File: src/rtl/asi_unit_pkg.sv
// Shared constants and types for the address-space and byte-order unit.
// Assumes 8-bit ASIs; bit 3 of an ASI marks little-endian order.
package asi_unit_pkg;

    localparam int          ASI_W        = 8;
    localparam logic [7:0]  ASI_PRI      = 8'h80;
    localparam logic [7:0]  ASI_PRI_LE   = 8'h88;
    localparam logic [7:0]  ASI_NUC      = 8'h04;
    localparam logic [7:0]  ASI_NUC_LE   = 8'h0C;
    localparam int          LE_BIT       = 3;
    localparam logic [7:0]  OPEN_ASI_MIN = 8'h80;

    typedef enum logic [1:0] {
        ACC_FETCH  = 2'd0,
        ACC_DATA   = 2'd1,
        ACC_ALT    = 2'd2,
        ACC_PF_ALT = 2'd3
    } acc_kind_e;

    typedef struct packed {
        logic [ASI_W-1:0] asi;
        logic             little;
        logic             fault;
    } asi_sel_t;

endpackage

File: src/rtl/asi_select.sv
// ASI selection and privilege check.
// Picks the implicit ASI from trap level and endian mode, or the explicit
// ASI from the immediate field or ASI register; flags restricted ASIs
// used from nonprivileged mode. Purely combinational.
module asi_select
    import asi_unit_pkg::*;
#(
    parameter int TL_W     = 3,
    parameter bit PF_FAULT = 1'b1
) (
    input  logic             valid,
    input  acc_kind_e        kind,
    input  logic             imm_sel,
    input  logic [ASI_W-1:0] imm_asi,
    input  logic [ASI_W-1:0] asi_reg,
    input  logic [TL_W-1:0]  trap_lvl,
    input  logic             cur_le,
    input  logic             priv_mode,
    output asi_sel_t         sel
);

    logic at_tl0;
    logic restricted;
    logic fault_kind;

    // Trap level zero selects the primary space, otherwise the nucleus space.
    assign at_tl0 = (trap_lvl == '0);

    // Choose the ASI for this access kind.
    always_comb begin
        unique case (kind)
            ACC_FETCH: sel.asi = at_tl0 ? ASI_PRI : ASI_NUC;
            ACC_DATA:  sel.asi = at_tl0 ? (cur_le ? ASI_PRI_LE : ASI_PRI)
                                        : (cur_le ? ASI_NUC_LE : ASI_NUC);
            default:   sel.asi = imm_sel ? asi_reg : imm_asi;
        endcase
    end

    // Fetches are always big-endian; other kinds follow the ASI's endian bit.
    assign sel.little = (kind != ACC_FETCH) && sel.asi[LE_BIT];

    // Explicit-ASI kinds that may fault; prefetch only when configured so.
    assign fault_kind = (kind == ACC_ALT) || ((kind == ACC_PF_ALT) && PF_FAULT);

    // Restricted ASIs lie below the open range.
    assign restricted = (sel.asi < OPEN_ASI_MIN);

    // Privileged-action fault for nonprivileged use of a restricted ASI.
    assign sel.fault = valid && fault_kind && restricted && !priv_mode;

endmodule

File: src/rtl/lane_swap.sv
// Byte-order converter for one 64-bit data lane.
// Single accesses are reversed over their size and right-aligned with the
// upper bytes zeroed; pair accesses reverse each half-lane word on its own.
// Assumes the lane is a power-of-two number of bytes. Combinational.
module lane_swap #(
    parameter  int DATA_W = 64,
    localparam int NB     = DATA_W / 8,
    localparam int NSZ    = $clog2(NB) + 1,
    localparam int SIZE_W = $clog2(NSZ)
) (
    input  logic [DATA_W-1:0] din,
    input  logic [SIZE_W-1:0] size,
    input  logic              pair,
    input  logic              little,
    output logic [DATA_W-1:0] dout
);

    localparam int HB = NB / 2;

    logic [NB-1:0][7:0] bi;
    logic [NB-1:0][7:0] bo;

    assign bi   = din;
    assign dout = bo;

    for (genvar b = 0; b < NB; b++) begin : g_byte
        localparam int PSRC = (b / HB) * HB + (HB - 1) - (b % HB);
        logic [NSZ-1:0][7:0] cand;
        logic [7:0]          res;

        for (genvar s = 0; s < NSZ; s++) begin : g_sz
            localparam int SN = 1 << s;
            if (b < SN) begin : g_in
                // Byte lies inside an access of this size.
                assign cand[s] = little ? bi[SN-1-b] : bi[b];
            end else begin : g_out
                // Byte lies above an access of this size.
                assign cand[s] = '0;
            end
        end

        // Pair accesses swap within the half-lane word; singles use the size.
        always_comb begin
            if (pair) res = little ? bi[PSRC] : bi[b];
            else      res = cand[size];
        end

        assign bo[b] = res;
    end

endmodule

File: src/rtl/asi_endian_unit.sv
// Top of the address-space and byte-order unit.
// Combines ASI selection with store and load lane swapping, then registers
// every result for one cycle. Assumes alignment and translation are handled
// elsewhere. Synchronous active-low reset clears all outputs.
module asi_endian_unit
    import asi_unit_pkg::*;
#(
    parameter  int TL_W     = 3,
    parameter  bit PF_FAULT = 1'b1,
    parameter  int DATA_W   = 64,
    localparam int NB       = DATA_W / 8,
    localparam int SIZE_W   = $clog2($clog2(NB) + 1)
) (
    input  logic              clk,
    input  logic              rst_n,
    input  logic              acc_valid,
    input  logic [1:0]        acc_kind,
    input  logic              acc_imm_sel,
    input  logic [7:0]        acc_imm_asi,
    input  logic [7:0]        asi_reg,
    input  logic [TL_W-1:0]   trap_lvl,
    input  logic              cur_le,
    input  logic              priv_mode,
    input  logic [SIZE_W-1:0] acc_size,
    input  logic              acc_pair,
    input  logic [DATA_W-1:0] st_data,
    input  logic [DATA_W-1:0] ld_raw,
    output logic              out_valid,
    output logic [7:0]        out_asi,
    output logic              out_little,
    output logic [DATA_W-1:0] out_st_data,
    output logic [DATA_W-1:0] out_ld_data,
    output logic              out_priv_fault
);

    acc_kind_e         kind_e;
    asi_sel_t          sel;
    logic [DATA_W-1:0] st_sw;
    logic [DATA_W-1:0] ld_sw;

    assign kind_e = acc_kind_e'(acc_kind);

    asi_select #(
        .TL_W     (TL_W),
        .PF_FAULT (PF_FAULT)
    ) u_select (
        .valid     (acc_valid),
        .kind      (kind_e),
        .imm_sel   (acc_imm_sel),
        .imm_asi   (acc_imm_asi),
        .asi_reg   (asi_reg),
        .trap_lvl  (trap_lvl),
        .cur_le    (cur_le),
        .priv_mode (priv_mode),
        .sel       (sel)
    );

    lane_swap #(.DATA_W(DATA_W)) u_st_swap (
        .din    (st_data),
        .size   (acc_size),
        .pair   (acc_pair),
        .little (sel.little),
        .dout   (st_sw)
    );

    lane_swap #(.DATA_W(DATA_W)) u_ld_swap (
        .din    (ld_raw),
        .size   (acc_size),
        .pair   (acc_pair),
        .little (sel.little),
        .dout   (ld_sw)
    );

    // Output register stage: one cycle from access to result.
    always_ff @(posedge clk) begin
        if (!rst_n) begin
            out_valid      <= 1'b0;
            out_asi        <= '0;
            out_little     <= 1'b0;
            out_st_data    <= '0;
            out_ld_data    <= '0;
            out_priv_fault <= 1'b0;
        end else begin
            out_valid      <= acc_valid;
            out_asi        <= sel.asi;
            out_little     <= sel.little;
            out_st_data    <= st_sw;
            out_ld_data    <= ld_sw;
            out_priv_fault <= sel.fault;
        end
    end

    // Fetch results are never little-endian.
    assert_fetch_big_R3: assert property (@(posedge clk) disable iff (!rst_n)
        (out_valid && ($past(acc_kind) == ACC_FETCH)) |-> !out_little);

    // Fetch ASI is one of the two implicit big-endian spaces.
    assert_fetch_asi_R3: assert property (@(posedge clk) disable iff (!rst_n)
        (out_valid && ($past(acc_kind) == ACC_FETCH))
            |-> (out_asi == ASI_PRI || out_asi == ASI_NUC));

    // Byte-sized single accesses leave the upper bytes at zero.
    assert_byte_upper_zero_R6: assert property (@(posedge clk) disable iff (!rst_n)
        (out_valid && $past(acc_size == '0 && !acc_pair))
            |-> (out_st_data[DATA_W-1:8] == '0 && out_ld_data[DATA_W-1:8] == '0));

    // Privileged mode never faults.
    assert_priv_no_fault_R10: assert property (@(posedge clk) disable iff (!rst_n)
        $past(priv_mode) |-> !out_priv_fault);

    // A fault only follows a valid explicit-ASI access below the open range.
    assert_fault_source_R9: assert property (@(posedge clk) disable iff (!rst_n)
        out_priv_fault |-> ($past(acc_valid) && $past(acc_kind[1]) && (out_asi < OPEN_ASI_MIN)));

endmodule

File: config.mk
export PLATFORM = sky130hd
export DESIGN_NAME = asi_endian_unit
export DESIGN_NICKNAME = d
export VERILOG_FILES = /design/src/rtl/asi_unit_pkg.sv /design/src/rtl/asi_select.sv /design/src/rtl/lane_swap.sv /design/src/rtl/asi_endian_unit.sv
export SDC_FILE = /design/constraint.sdc
export NUM_CORES = 1
export LEC_CHECK = 0
export ABC_CLOCK_PERIOD_IN_PS = 1800
export BUFFER_PORTS_ARGS = -buffer_cell sky130_fd_sc_hd__buf_4
export CORE_MARGIN = 1.5
export CORE_UTILIZATION = 47
export DETAILED_ROUTE_END_ITERATION = 10
export MAX_ROUTING_LAYER = met4
export PLACE_DENSITY = 0.89
export SKIP_LAST_GASP = 1
export SLEW_MARGIN = 5
export SYNTH_ARGS = -nofsm -noshare
export SYNTH_HDL_FRONTEND = slang
export SYNTH_SLANG_ARGS = --single-unit
File: constraint.sdc
create_clock -name clk -period 1.8 [get_ports clk]
set_clock_uncertainty 0.2 [all_clocks]
set_input_delay 0 -clock clk [delete_from_list [all_inputs] [get_ports clk]]
set_output_delay 0 -clock clk [all_outputs]
set_load 0.02 [all_outputs]
==> metrics.yaml <==
status: "finished with violations"
failed_checks: "negative hold slack, negative setup slack"
hold_path.class: "input port to register"
path_class: "input port to register"
viasPerCell: 6.290
critPathLaunchType: "input port"
max_slew.worst_pin.slew_ns: 0.5850
ys.flop_type: "dfxtp_1"
core_sq_mm: 0.01330
hold_viol: 2
cpLargestDelayFamily: "buffers and inverters"
drt_iter0_markers: 1169
fin_crit_ns: 1.826
maxCapViolCount: 0
arrival_ns: 1.99
synth_cell_types: 49
fin_tns_setup_ns: -0.09312
grt_start_max_net_pins: 45
ys_async_sr_fraction_pct: 0
slew_headroom_pct: 60.96
critical-path-max-stage-delay_ns: 0.57
drt_pass1_iterations: 6
ir_drop_mv: 0.7120
finalSetupViolCount: 6
numPortBuffers: 296
dp_hpwl_um: 17700
yosysWarnings: 0
dp_slack_ns: -0.0002102
fmax_mhz: 547.5
layout-drive-gt1-share_pct: 33.69
area_growth_pct: 78.07
cts.sinks: 139
crit_path_end_kind: "register"
finalNonFillerCells: 1406
postRouteAntennaNets: 0
grt_pass1_vias: 8870
cts_tree: "done"
start_util_pct: 48.46
hold_slack_ns: -0.04065
h-tree-depth: 4
die_h_um: 120.1
place.gp.congestion: 0.9203
fillers: 676
grt_use_total_pct: 44.66
numCtsBuffers: 17
grt_antenna_before_repair: 1
syn_area_per_cell_sq_um: 8.718
grt.overflow.total: 0
root_buffer: "clkbuf_16"
crit_path_max_fanout: 44
p_per_area_mw_per_mm2: 807.4
cts_buffer_depth: 2
slowest_stage: "dlygate4sd3_1"
synth_seq_cells: 139
synth_edf_count: 0
p_leak_nw: 5.047
syn_area_sq_mm: 0.006442
die_area_sq_mm: 0.01442
io-pin-count: 297
place_area_sq_mm: 0.008831
wire_per_inst_um: 23.83
setup_slack_ns: -0.02638
worstPathCellList: "buf_4, mux2i_4, mux2_4, buf_12, nand2_1, a21o_1, a31oi_1, dlygate4sd3_1"
drc: 0
syn_inst: 739
fin_crit_sh_pct: 101.5
die_w_um: 120.1
slew_viol_final: 0
path_clk_slew_ns: 0.06
syn-num-nets: 897
stdcell_area_sq_mm: 0.01147
vias: 8844
required_ns: 1.97
worst-path-buf-inv: 3
seq_area_frac_synth_pct: 43.19
fin_nets: 1379
wl_um: 33500
std_cell_rows: 42
dp_cells: 1171
grt_pass1_wl_um: 47740
==> power by group <==
part	switching [mW]	internal (mW)	total, mW
sequential	0.0883	3.32	3.41
clock	1.31	1.82	3.14
combinational	1.44	1.27	2.71
==> through the flow <==
step | power, mW | util [%]
after floorplan | 4.540 | -
after global placement | 5.503 | 66.42
after detailed placement | 5.536 | 66.42
after CTS | 8.936 | 85.08
after global routing | 9.482 | 86.29
final | 9.263 | 86.29
==> routing by layer <==
layer | up-vias | GRT usage [%] | wire length (um)
met3 | 274 | 9.933 | 4021
met5 | - | - | 0
met2 | 855 | 73.07 | 15890
met4 | 0 | 32.37 | 2719
li1 | 3671 | - | -
met1 | 4044 | 47.64 | 10870
==> area by class of cell <==
type / instances / area, sq um / share of cell area [%]
clock inverter: 3 / 17.52 / 0.1527
antenna: 1 / 2.502 / 0.02181
multi-input combinational: 524 / 3244 / 28.28
sequential: 139 / 2783 / 24.26
timing repair buffer: 536 / 4712 / 41.07
inverter: 3 / 11.26 / 0.09816
clock buffer: 24 / 481.7 / 4.199
tap: 176 / 220.2 / 1.920
==> repair_timing <==
item,in CTS,in global routing
buffers inserted,0,6
hold endpoints to repair,139,0
hold buffers,198,0
endpoints found under the setup margin,0,22
resized for setup,0,10
==> path summary, 6_finish.rpt <==
kind        start                          to  slack [ns]  cells past startpoint
min      acc_pair   out_ld_data[7]$_SDFF_PN0_       -0.04                      5
max   acc_imm_sel  out_ld_data[11]$_SDFF_PN0_       -0.03                      8
==> cells in the mapped netlist, drive strengths merged, types with 2 or more instances <==
master   count  share of area (%)
o22a        12                1.6
a22oi       67                7.8
a21o         2               0.23
a32oi        2               0.27
dfxtp      139                 43
o22ai       14                1.4
o221ai      14                1.9
inv          3               0.17
a31o         3               0.41
a21oi       39                3.2
nor2        44                2.6
a211oi       3               0.35
o21ai       75                5.8
o221a        6                1.0
buf         42                5.0
and3         3               0.29
o2bb2ai      2               0.27
nand2      156                9.1
nand2b       2               0.19
nor3         2               0.16
mux2i       10                1.9
mux2         4               0.76
a31oi        2               0.19
a22o         4               0.54
nand3        8               0.62
clkbuf      32                1.9
a311oi      32                7.2
nor2b        4               0.39
==> sequential cells by signal, indices dropped and copies added (netlist names) <==
| signal | flops |
|---|---|
| out_valid | 1 |
| out_asi | 8 |
| out_priv_fault | 1 |
| out_ld_data | 64 |
| out_st_data | 64 |
| out_little | 1 |
==> cells by family after synthesis <==
| logic type | share of synthesized area (%) |
|---|---|
| buf+inv | 7.030 |
| mux | 2.699 |
| simple gates | 14.18 |
| compound gates | 32.90 |
| flops | 43.19 |
==> placed cells by master, fill, tap and decap left out, types with 3 or more instances in the layout <==
cell             n
mux2i_1          8
o22a_1          12
buf_4          324
o22ai_1         14
a31o_1           3
buf_12           7
a311oi_1         3
dlygate4sd3_1  196
dfxtp_1        139
a311oi_2        29
a22o_1           4
o21ai_0         12
nor2b_1          4
o21ai_1         62
a21oi_1         38
inv_1            3
a211oi_1         3
clkbuf_8         3
o221a_2          6
nand3_1          8
nor2_1          43
o221ai_1        14
mux2_2           3
a22oi_1         67
clkbuf_1         4
nand2_1        154
clkbuf_16       20
(Power assumes the default switching activity.)
